--- src/rtl/qd_pkg.sv ---
package qd_pkg;
  typedef enum logic [1:0] {
    QD_PULSE_DIR = 2'b00,
    QD_X1        = 2'b01,
    QD_X2        = 2'b10,
    QD_X4        = 2'b11
  } qd_mode_e;

  localparam int QD_NUM_IN = 3;  // A, B, index
  localparam int QD_BIT_A  = 0;
  localparam int QD_BIT_B  = 1;
  localparam int QD_BIT_I  = 2;
endpackage

--- src/rtl/qd_sync.sv ---
module qd_sync #(
  parameter int W      = 3,
  parameter int STAGES = 2
) (
  input  logic         clk,
  input  logic         rst_n,
  input  logic [W-1:0] d,
  output logic [W-1:0] q
);
  logic [W-1:0] stage_q [STAGES];

  genvar g;
  generate
    for (g = 0; g < STAGES; g++) begin : g_stage
      logic [W-1:0] stage_d;
      if (g == 0) begin : g_first
        assign stage_d = d;
      end else begin : g_next
        assign stage_d = stage_q[g-1];
      end
      always_ff @(posedge clk or negedge rst_n) begin
        if (!rst_n) stage_q[g] <= '0;
        else        stage_q[g] <= stage_d;
      end
    end
  endgenerate

  assign q = stage_q[STAGES-1];
endmodule

--- src/rtl/qd_tick.sv ---
module qd_tick #(
  parameter int PW = 8
) (
  input  logic          clk,
  input  logic          rst_n,
  input  logic [PW-1:0] div,
  output logic          tick
);
  logic [PW-1:0] cnt_q, cnt_d;

  always_comb begin
    tick  = (cnt_q >= div);
    cnt_d = tick ? '0 : cnt_q + 1'b1;
  end

  always_ff @(posedge clk or negedge rst_n) begin
    if (!rst_n) cnt_q <= '0;
    else        cnt_q <= cnt_d;
  end
endmodule

--- src/rtl/qd_filter.sv ---
module qd_filter #(
  parameter int W = 3
) (
  input  logic         clk,
  input  logic         rst_n,
  input  logic         tick,
  input  logic [W-1:0] d,
  output logic [W-1:0] q
);
  genvar g;
  generate
    for (g = 0; g < W; g++) begin : g_bit
      logic filt_q, filt_d, pend_q, pend_d;

      always_comb begin
        filt_d = filt_q;
        pend_d = pend_q;
        if (tick) begin
          if (d[g] == filt_q) begin
            pend_d = 1'b0;
          end else if (pend_q) begin
            filt_d = d[g];
            pend_d = 1'b0;
          end else begin
            pend_d = 1'b1;
          end
        end
      end

      always_ff @(posedge clk or negedge rst_n) begin
        if (!rst_n) begin
          filt_q <= 1'b0;
          pend_q <= 1'b0;
        end else begin
          filt_q <= filt_d;
          pend_q <= pend_d;
        end
      end

      assign q[g] = filt_q;
    end
  endgenerate
endmodule

--- src/rtl/qd_decode.sv ---
module qd_decode
  import qd_pkg::*;
(
  input  logic     clk,
  input  logic     rst_n,
  input  qd_mode_e mode,
  input  logic     a,
  input  logic     b,
  input  logic     idx,
  input  logic     idx_pol,
  input  logic     idx_sync,
  output logic     up,
  output logic     dn,
  output logic     idx_p,
  output logic     err
);
  logic pa_q, pb_q, act_q;
  logic up_q, dn_q, idx_q, err_q;
  logic up_d, dn_d, idx_d, err_d, act_d;
  logic a_r, a_f, b_r, b_f, both_chg, sync_eff;

  always_comb begin
    a_r      = a & ~pa_q;
    a_f      = ~a & pa_q;
    b_r      = b & ~pb_q;
    b_f      = ~b & pb_q;
    both_chg = (a ^ pa_q) & (b ^ pb_q);
    up_d     = 1'b0;
    dn_d     = 1'b0;
    unique case (mode)
      QD_PULSE_DIR: begin
        up_d = a_r & b;
        dn_d = a_r & ~b;
      end
      QD_X1: begin
        up_d = a_r & ~b;
        dn_d = a_f & ~b;
      end
      QD_X2: begin
        up_d = (a_r & ~b) | (a_f & b);
        dn_d = (a_r & b)  | (a_f & ~b);
      end
      QD_X4: begin
        up_d = (a_r & ~b) | (a_f & b) | (b_r & a) | (b_f & ~a);
        dn_d = (a_r & b)  | (a_f & ~b) | (b_r & ~a) | (b_f & a);
      end
      default: begin
        up_d = 1'b0;
        dn_d = 1'b0;
      end
    endcase
    if (both_chg) begin
      up_d = 1'b0;
      dn_d = 1'b0;
    end
    err_d    = err_q | both_chg;
    act_d    = idx_pol ? idx : ~idx;
    sync_eff = idx_sync && (mode != QD_PULSE_DIR);
    idx_d    = act_d & ~act_q & (~sync_eff | (a & b));
  end

  always_ff @(posedge clk or negedge rst_n) begin
    if (!rst_n) begin
      pa_q  <= 1'b0;
      pb_q  <= 1'b0;
      act_q <= 1'b0;
      up_q  <= 1'b0;
      dn_q  <= 1'b0;
      idx_q <= 1'b0;
      err_q <= 1'b0;
    end else begin
      pa_q  <= a;
      pb_q  <= b;
      act_q <= act_d;
      up_q  <= up_d;
      dn_q  <= dn_d;
      idx_q <= idx_d;
      err_q <= err_d;
    end
  end

  assign up    = up_q;
  assign dn    = dn_q;
  assign idx_p = idx_q;
  assign err   = err_q;
endmodule

--- src/rtl/quad_decoder.sv ---
module quad_decoder
  import qd_pkg::*;
#(
  parameter int PSC_W       = 8,
  parameter int SYNC_STAGES = 2
) (
  input  logic             clk,
  input  logic             rst_n,
  input  logic             enc_a,
  input  logic             enc_b,
  input  logic             enc_idx,
  input  logic [1:0]       mode,
  input  logic             idx_pol,
  input  logic             idx_sync,
  input  logic [PSC_W-1:0] psc_div,
  output logic             cnt_up,
  output logic             cnt_dn,
  output logic             idx_pulse,
  output logic             err_flag
);
  logic [QD_NUM_IN-1:0] raw, synced, filt;
  logic                 flt_tick;

  assign raw = {enc_idx, enc_b, enc_a};

  qd_sync #(.W(QD_NUM_IN), .STAGES(SYNC_STAGES)) u_sync (
    .clk(clk), .rst_n(rst_n), .d(raw), .q(synced)
  );

  qd_tick #(.PW(PSC_W)) u_tick (
    .clk(clk), .rst_n(rst_n), .div(psc_div), .tick(flt_tick)
  );

  qd_filter #(.W(QD_NUM_IN)) u_filt (
    .clk(clk), .rst_n(rst_n), .tick(flt_tick), .d(synced), .q(filt)
  );

  qd_decode u_dec (
    .clk(clk), .rst_n(rst_n), .mode(qd_mode_e'(mode)),
    .a(filt[QD_BIT_A]), .b(filt[QD_BIT_B]), .idx(filt[QD_BIT_I]),
    .idx_pol(idx_pol), .idx_sync(idx_sync),
    .up(cnt_up), .dn(cnt_dn), .idx_p(idx_pulse), .err(err_flag)
  );
endmodule

--- config.mk ---
export PLATFORM = sky130hd
export DESIGN_NAME = quad_decoder
export DESIGN_NICKNAME = d
export VERILOG_FILES = /design/src/rtl/qd_pkg.sv /design/src/rtl/qd_sync.sv /design/src/rtl/qd_tick.sv /design/src/rtl/qd_filter.sv /design/src/rtl/qd_decode.sv /design/src/rtl/quad_decoder.sv
export SDC_FILE = /design/constraint.sdc
export NUM_CORES = 1
export LEC_CHECK = 0
export ABC_AREA = 1
export CAP_MARGIN = 15
export CELL_PAD_IN_SITES_DETAIL_PLACEMENT = 1
export CELL_PAD_IN_SITES_GLOBAL_PLACEMENT = 2
export CORE_MARGIN = 2
export CORE_UTILIZATION = 30
export DETAILED_ROUTE_END_ITERATION = 6
export PLACE_DENSITY = 0.82
export SKIP_LAST_GASP = 1
export SYNTH_ARGS = -nofsm -noshare
export SYNTH_HDL_FRONTEND = slang
export SYNTH_SLANG_ARGS = --single-unit
--- constraint.sdc ---
create_clock -name clk -period 1.4 [get_ports clk]
set_clock_uncertainty 0.05 [all_clocks]
set_input_delay 0.14 -clock clk [delete_from_list [all_inputs] [get_ports clk]]
set_output_delay 0.14 -clock clk [all_outputs]
set_load 0.02 [all_outputs]
Word-level counts from Yosys, hierarchy flattened
Cells that the tools add are included.

operators by class
  bitwise logic cells = 36
  reductions and logical operators = 6
  equal/unequal tests = 6
  add/subtract/negate cells = 1
  multiplexer cells = 12
  $lt $le $gt $ge = 1

operator list
  operator                                              count
  AND 1 bit                                             16
  NOT 1 bit                                             10
  two-way mux 1 bit                                     9
  AND reduction 3 bit                                   3
  adder 8 x 1 -> 8 bit (second input constant)          1
  greater-or-equal comparator 8 bit                     1
  two-way mux 8 bit                                     1
  OR 1 bit                                              8
  case mux 1 bit (4 select lines)                       2
  equality test 2 bit (second input constant)           2
  equality test 1 bit                                   3
  equality test 2 x 1 -> 1 bit (second input constant)  1
  zero test 2 bit                                       1
  nonzero test 2 bit                                    1
  XOR 1 bit                                             2
  logical AND 1 bit                                     1

storage, ports and cells
  input bits = 17
  logic and storage cells = 78
  register bits = 27
  output and inout port bits = 4

Longest topological paths before layout
Gate-level depths: netlist (run 1).

  depth in word-level cells = 8
  gate-level depth with buffers = 12
  depth with buffers taken out = 12

Modules after synthesis
Synthesis (run 1) repeated with hierarchy kept, for this count alone.

second synthesis, totals
  cells, all modules = 168
  area total of the unflattened synthesis = 1448.9 µm²

modules (own cells, without submodules)
  module     area an instance (µm²)  instances  seq. area each (µm²)  cells an instance
  qd_tick    578.1                   1          200.2                 70
  qd_decode  409.1                   1          175.2                 49
  qd_filter  311.5                   1          150.1                 43
  qd_sync    150.1                   1          150.1                 6

Least setup slack after synthesis (run 1)
Ideal clock, no wire load.

  path type = reg-to-reg
  start point = reg u_tick.cnt_q[7]
  end point = reg u_filt.g_bit[2].filt_q
  library setup time = 117 ps
  data required time = 1233 ps
  arrival time = 1383 ps
  period minus slack after synthesis = 1550 ps
  path buffers = 1
  stages on the path, launching flop included = 8
  setup slack = -150 ps
  cells stage by stage = dfrtp_1 ha_1 a21o_2 nor2_4 nand3_4 buf_12 nand3_2 nand2_1

on the way
  longest elaborated chain between the ends = 2

ends and longest elaborated chain
  element                               line             source
  from (decl)                           qd_tick.sv:9     logic [PW-1:0] cnt_q, cnt_d;
  from (signal assigned)                qd_tick.sv:18    else cnt_q <= cnt_d;
  greater-or-equal comparator 8 bit     qd_tick.sv:12    tick = (cnt_q >= div);
  AND reduction 3 bit (no source line)  --
  to (signal assigned)                  qd_filter.sv:35  filt_q <= filt_d;
  to (decl)                             qd_filter.sv:13  logic filt_q, filt_d, pend_q, pend_d;

No other way between the ends.
A chain may end at the register's enable or synchronous reset.

Worst setup path in the final report (run 1)
  start point = reg u_tick.cnt_q[5]
  end point = reg u_tick.cnt_q[3]

on the way
  longest elaborated chain between the ends = 2

ends and longest elaborated chain
  element                            line           source
  greater-or-equal comparator 8 bit  qd_tick.sv:12
  two-way mux 8 bit                  qd_tick.sv:13  cnt_d = tick ? '0 : cnt_q + 1'b1;
  net u_tick.cnt_d[3]                qd_tick.sv:9

The timed path passes the listed nets, and every way through them passes these cells.

==> results of run 1 <==
layout by cell type (no fill, tap or decap), drive strengths merged, types with 2 or more instances in the layout:
| master | synthesis | layout |
|---|---|---|
| nand2 | 36 | 36 |
| nand4 | 5 | 5 |
| or2 | 3 | 3 |
| inv | 30 | 30 |
| dfrtp | 27 | 27 |
| nor3 | 5 | 5 |
| xor2 | 4 | 4 |
| buf | 2 | 28 |
| nand3b | 3 | 3 |
| clkdlybuf4s50 | 0 | 16 |
| ha | 13 | 13 |
| o21ai | 2 | 2 |
| a21oi | 5 | 5 |
| dlygate4sd2 | 0 | 4 |
| nor2 | 12 | 12 |
| clkbuf | 0 | 3 |
| nand3 | 7 | 8 |
logic make-up (layout without fill, tap and decap cells):
logic type               after synthesis  after routing  share of synthesized area, %
flip-flops                            27             27                          45.4
AND/OR/NAND/NOR                       73             74                          27.5
XOR/XNOR                               4              4                          2.35
AO/OA/AOI/OAI                         11             11                          4.62
adder cells (fa/ha/maj)               13             13                          10.9
buffers and inverters                 32             82                          9.24
layer usage:
metal | part of all wire [%] | vias up
met2 | 58 | 19
met1 | 38 | 594
li1 | - | 613
met4 | 0.48 | 0
met5 | 0 | -
met3 | 2.9 | 2
final timing paths:
check / start / to
setup reg to reg: u_tick.cnt_q[5] / u_tick.cnt_q[3]
min in group clk: enc_idx / u_sync.g_stage[1].stage_d[2]
max in group asynchronous: rst_n / u_filt.g_bit[1].filt_q
hold reg to reg: u_sync.g_stage[1].stage_d[1] / u_sync.q[1]
hold / removal: rst_n / u_dec.dn
setup / recovery: u_tick.cnt_q[5] / u_tick.cnt_q[3]
power by group through the flow:
stage	Combinational (mW)	Clock [mW]	Sequential, mW
floorplan	0.925	0	1.28
global placement	1.50	0	1.22
detailed placement	1.58	0	1.24
CTS	1.68	0.476	1.22
global route	2.21	0.514	1.27
finish	1.96	0.463	1.24
cell type report:
type                            count  area [µm²]
Fill cell                         551        2580
Clock buffer                        3        41.3
Clock inverter                      1        7.51
Timing Repair Buffer               48         429
Sequential cell                    27         677
Tap cell                           67        83.8
Inverter                           30         113
Multi-Input combinational cell    102         827
metrics by stage:
step	instances	area (µm²)	hold slack [ps]	TNS [ps]
5_1_grt	278	2180	202	-3890
3_3_place_gp	260	1900	285	-5660
4_1_cts	269	2020	197	-2080
3_5_place_dp	260	1900	286	-6060
6_report	278	2180	184	-2790
2_1_floorplan	160	1520	-206	-965
registers in the layout, indices dropped and copies added (netlist names), 3 cells and up:
name,cells
u_tick.cnt_q,8
u_filt.g_bit.pend_q,3
u_sync.q,3
u_sync.g_stage.stage_d,3
u_filt.g_bit.filt_q,3
timing repair:
action | in CTS | in global routing
gates cloned | 1 | 0
resized for setup | 9 | 21
buffers inserted | 4 | 9
pin swaps | 6 | 16
endpoints found under the setup margin | 18 | 16
==> flow_metrics.env, run 1 <==
export IMPL_fin_ws_ps=-223
export IMPL_reg2reg_depth=7
export IMPL_nets=242
export IMPL_rows=25
export IMPL_synth_most_common_cell="nand2_1"
export IMPL_power_frac_seq_pct=33.8
export IMPL_fin_crit_sh_pct=116
export IMPL_clock_sinks=27
export IMPL_crit_family="simple AND/OR/NAND/NOR gates"
export IMPL_cts_max_level=1
export IMPL_syn_nets=190
export IMPL_finalCriticalPeriod_ps=1620
export IMPL_grt_pass1_wl_mm=5.69
export IMPL_crit_buf_inv=1
export IMPL_worst_setup_path_type="flip-flop to flip-flop"
export IMPL_first_iter_violations=13
export IMPL_num_vias=1228
export IMPL_worstSkewPairLatency_ps=270
export IMPL_grt_max_degree=28
export IMPL_gp_congestion=0.903
export IMPL_hpwl_mm=2.54
export IMPL_cts_hold_buf=0
export IMPL_crit_path_max_fanout=8
export IMPL_dp_slack_ps=-494
export IMPL_synth_top_cell_area_share_pct=45.4
export IMPL_drive_gt1_share_pct=33.2
export IMPL_syn_inst=160
export IMPL_synthArstFlopShare_pct=100
export IMPL_grt_use_met3_pct=2.98
export IMPL_cts_tree="built"
export IMPL_post_route_util_pct=45.8
export IMPL_synth_seq_cells=27
export IMPL_violations="negative setup slack"
export IMPL_maxCapViolCount=0
export IMPL_clkTransAtPathRegs_ps=100
export IMPL_cp_arrival_ps=1730
export IMPL_synth_cell_type_count=27
export IMPL_place_port_buffers=20
export IMPL_critical_path_required_ps=1510
export IMPL_cp_end_kind="flip-flop"
export IMPL_outcome="complete, but fails checks"
export IMPL_die_w_um=74.5
export IMPL_finalPower_mw=3.66
export IMPL_ant_nets=0
export IMPL_die_h_um=74.5
export IMPL_fmax_mhz=616
export IMPL_antenna_cells=0
export IMPL_synthTopCellsByCount="nand2_1, inv_1, dfrtp_1"
export IMPL_syn_area_per_cell_um2=9.31
export IMPL_yosys_area_top_type="dfrtp_1"
export IMPL_p_per_area_nw_per_um2=1680
export IMPL_grt_remaining_overflow=0
export IMPL_start_kind="flip-flop"
export IMPL_finalHoldViolations=0
export IMPL_p_comb_share_pct=53.5
export IMPL_yosysWarnings=0
export IMPL_clockBufferDepth=2
export IMPL_grt_use_met1_pct=14.2
export IMPL_ff2ff_setup_slack_ps=-220
export IMPL_cpPeakStageDelay_ps=440
export IMPL_antenna_found_initial=0
export IMPL_drt_total_wl_mm=3.57
export IMPL_relSlewSlack_pct=76.4
export IMPL_hold_path_class="primary input to asynchronous set/reset pin"
export IMPL_busiest_layer="met2"
export IMPL_sw_frac_of_total_pct=39.8
export IMPL_setup_viol=14
export IMPL_dieArea_um2=5540
export IMPL_wire_per_inst_um=12.8
export IMPL_drt_pass1_iter_count=3
export IMPL_grt_total_usage_pct=13.4
export IMPL_root_buffer="clkbuf_8"
export IMPL_start_util_pct=31.3
export IMPL_cts_buffers=3
export IMPL_irDropWorstVdd_mv=0.643
export IMPL_synth_main_ff_cell="dfrtp_1"
export IMPL_p_sw_mw=1.46
export IMPL_seq_area_frac_synth_pct=45.4
export IMPL_core_area_um2=4750
export IMPL_area_growth_pct=46.3
export IMPL_met2_usage_pct=26.9
export IMPL_crit_path_top_delay_cell="dfrtp_1"
export IMPL_grt_pass1_vias=1320
export IMPL_crit_chain="ha_4 > nand2_4 > nor2_4 > nand4_4 > nand3_4 > buf_12 > nor3_4"
export IMPL_ios=21
export IMPL_clockPowerShare_pct=12.7
export IMPL_slew_violations=0
export IMPL_drc=0
export IMPL_tightest_slew_ps=354
export IMPL_viasPerCell=4.42
export IMPL_critical_path_depth=7
export IMPL_synthesis_area_um2=1490
export IMPL_cellLeakagePower_nw=1.08
export IMPL_rsz0062_at_grt="yes"
export IMPL_synth_area_leaders="dfrtp_1, ha_1, nand2_1"
export IMPL_intPower_mw=2.20
export IMPL_synth_edff_count=0
Power figures use the tool's default switching activity.
==> run 2, diff against run 1 <==
- ABC_AREA: 1 -> not set
- PLACE_DENSITY: 0.82 -> 0.79
==> run 2 against run 1 <==
The flow still finishes with violations (negative setup slack). Sequential share of layout area is 3.3 points higher. Utilization is 1.2 points lower. Critical path depth is 1 lower. Global-route usage is 1.6 points higher. First-iteration DRC count is 110% higher. Setup slack worse by 530 ps. Worst hold slack worse by 19 ps. Largest cell class unchanged. Largest power group unchanged.
==> flow_metrics.env, run 2 <==
export IMPL_outcome="complete, but fails checks"
export IMPL_violations="negative setup slack"
export IMPL_final_cell_mix="dfrtp_1, buf_4, clkdlybuf4s50_1"
export IMPL_crit_buf_inv=1
export IMPL_cp_arrival_ps=2280
export IMPL_rows=24
export IMPL_cp_end_kind="flip-flop"
export IMPL_viasPerCell=4.85
export IMPL_cts_max_level=1
export IMPL_relSlewSlack_pct=74.5
export IMPL_grt_total_usage_pct=15.1
export IMPL_gp_congestion=0.758
export IMPL_crit_family="compound AO/OA/AOI/OAI gates"
export IMPL_synth_cell_type_count=26
export IMPL_hpwl_mm=2.62
export IMPL_synthesis_area_um2=1400
export IMPL_yosysWarnings=0
export IMPL_hold_path_class="primary input to asynchronous set/reset pin"
export IMPL_fmax_mhz=466
export IMPL_nets=207
export IMPL_finalCriticalPeriod_ps=2150
export IMPL_drt_total_wl_mm=3.54
export IMPL_syn_inst=128
export IMPL_grt_remaining_overflow=0
export IMPL_final_common_cell="dfrtp_1"
export IMPL_cellLeakagePower_nw=0.932
export IMPL_slew_violations=0
export IMPL_seq_area_frac_synth_pct=48.2
export IMPL_critical_path_required_ps=1530
export IMPL_drt_pass1_iter_count=4
export IMPL_fin_tns_setup_ps=-10010
export IMPL_met1Wirelength_mm=1.64
export IMPL_tightest_slew_ps=383
export IMPL_largest_reg_flops=8
export IMPL_p_per_area_nw_per_um2=1690
export IMPL_drc=0
export IMPL_start_kind="flip-flop"
export IMPL_crit_path_max_fanout=4
export IMPL_start_util_pct=31.7
export IMPL_top_layer_used="met4"
export IMPL_synth_top_cell_area_share_pct=48.2
export IMPL_met3_length_um=93
export IMPL_cpPeakStageDelay_ps=450
export IMPL_crit_path_top_delay_cell="a221o_2"
export IMPL_antenna_cells=0
export IMPL_grt_max_degree=28
export IMPL_place_port_buffers=20
export IMPL_setup_viol=16
export IMPL_crit_chain="inv_1 > ha_1 > nand2b_4 > a2111o_1 > a221o_2 > mux2_4"
export IMPL_synthArstFlopShare_pct=100
export IMPL_syn_nets=158
export IMPL_root_buffer="clkbuf_8"
export IMPL_worst_setup_path_type="flip-flop to flip-flop"
export IMPL_clockBufferDepth=2
export IMPL_synth_seq_cells=27
export IMPL_ios=21
export IMPL_synth_main_ff_cell="dfrtp_1"
export IMPL_core_area_um2=4410
export IMPL_met2_length_mm=1.75
export IMPL_synth_most_common_cell="dfrtp_1"
export IMPL_worstSkewPairLatency_ps=290
export IMPL_synth_area_leaders="dfrtp_1, ha_1, mux2_2"
export IMPL_rsz0062_at_grt="yes"
export IMPL_clock_sinks=27
export IMPL_clkTransAtPathRegs_ps=100
export IMPL_first_iter_violations=27
export IMPL_yosys_area_top_type="dfrtp_1"
export IMPL_grt_pass1_vias=1242
export IMPL_cts_tree="built"
export IMPL_dieArea_um2=5230
export IMPL_grt_pass1_wl_mm=6.06
export IMPL_cts_hold_buf=0
export IMPL_num_vias=1105
export IMPL_maxCapViolCount=0
export IMPL_die_h_um=72.3
export IMPL_area_growth_pct=40.6
export IMPL_irDropWorstVdd_mv=0.592
export IMPL_holdWs_ps=165
export IMPL_fin_ws_ps=-748
export IMPL_largest_register="u_tick.cnt_q"
export IMPL_finalHoldViolations=0
export IMPL_fin_crit_sh_pct=153
export IMPL_dp_slack_ps=-951
export IMPL_drive_gt1_share_pct=30.1
export IMPL_wire_per_inst_um=15.5
export IMPL_synthTopCellsByCount="dfrtp_1, inv_1, nor2_1"
export IMPL_syn_area_per_cell_um2=10.9
export IMPL_antenna_found_initial=0
export IMPL_synth_edff_count=0
export IMPL_ant_nets=0
export IMPL_die_w_um=72.3
export IMPL_cts_buffers=3
[run 2: cell types whose count changed in the layout (fill, tap and decap cells not counted), moves of 4 or more]
cell / previous run / this run
inv_1: 28 / 12
xnor2_1: 0 / 5
mux2_4: 0 / 4
ha_1: 6 / 11
nand2_2: 5 / 0
ha_4: 6 / 2
nand2_1: 28 / 5
mux2_2: 0 / 5
nor2_1: 7 / 14
[run 2: metal layers]
metal,vias up,track usage (%)
met4,0,5.66
met3,5,2.50
met1,549,19.5
met2,18,25.2
met5,-,0
li1,533,-
[run 2: area by class of cell]
type | instances | area (µm²)
Timing Repair Buffer | 45 | 383
Inverter | 14 | 52.6
Clock buffer | 3 | 41.3
Clock inverter | 1 | 7.51
Multi-Input combinational cell | 86 | 744
Sequential cell | 27 | 677
Tap cell | 52 | 65.1
Fill cell | 485 | 2440
[run 2: what timing repair did]
item,CTS,global route
resized for setup,8,7
setup endpoints to repair,20,16
buffers inserted,1,2
pin swaps,1,5
[run 2: worst paths after layout]
path	startpoint	to	slack (ps)	cells after the start
max reg2reg	u_tick.cnt_q[0]	u_filt.g_bit[2].pend_q	-750	6
max	u_tick.cnt_q[0]	u_filt.g_bit[2].pend_q	-750	6
min	rst_n	u_filt.g_bit[2].pend_q	170	2
min reg2reg	u_sync.g_stage[1].stage_d[0]	u_sync.q[0]	310	0
max in group asynchronous	rst_n	u_filt.g_bit[1].filt_q	850	2
min in group clk	enc_b	u_sync.g_stage[1].stage_d[1]	230	1
[run 2: per-stage QoR]
step | cells | power (mW) | utilization, % | cell area, µm²
finish | 228 | 3.33 | 44.6 | 1970
global route | 228 | 3.60 | 44.6 | 1970
CTS | 226 | 3.24 | 43.3 | 1910
detailed placement | 221 | 2.71 | 41.6 | 1840
global placement | 221 | 2.63 | 41.6 | 1840
floorplan | 128 | 2.05 | - | 1420
[run 2: where the power goes]
part / internal (mW) / total, mW / switching (mW)
Sequential: 1.02 / 1.25 / 0.227
Combinational: 0.875 / 1.61 / 0.737
Clock: 0.203 / 0.471 / 0.268
[run 2: cells by family after synthesis]
| kind of cell | share of synthesized area, % |
|---|---|
| AOI/OAI and AO/OA | 8.57 |
| DFF | 48.2 |
| xor gates and xnor gates | 6.25 |
| buffers and inverters | 4.55 |
| and+or+nand+nor | 13.0 |
| muxes | 7.77 |
| adders and majority gates | 11.6 |
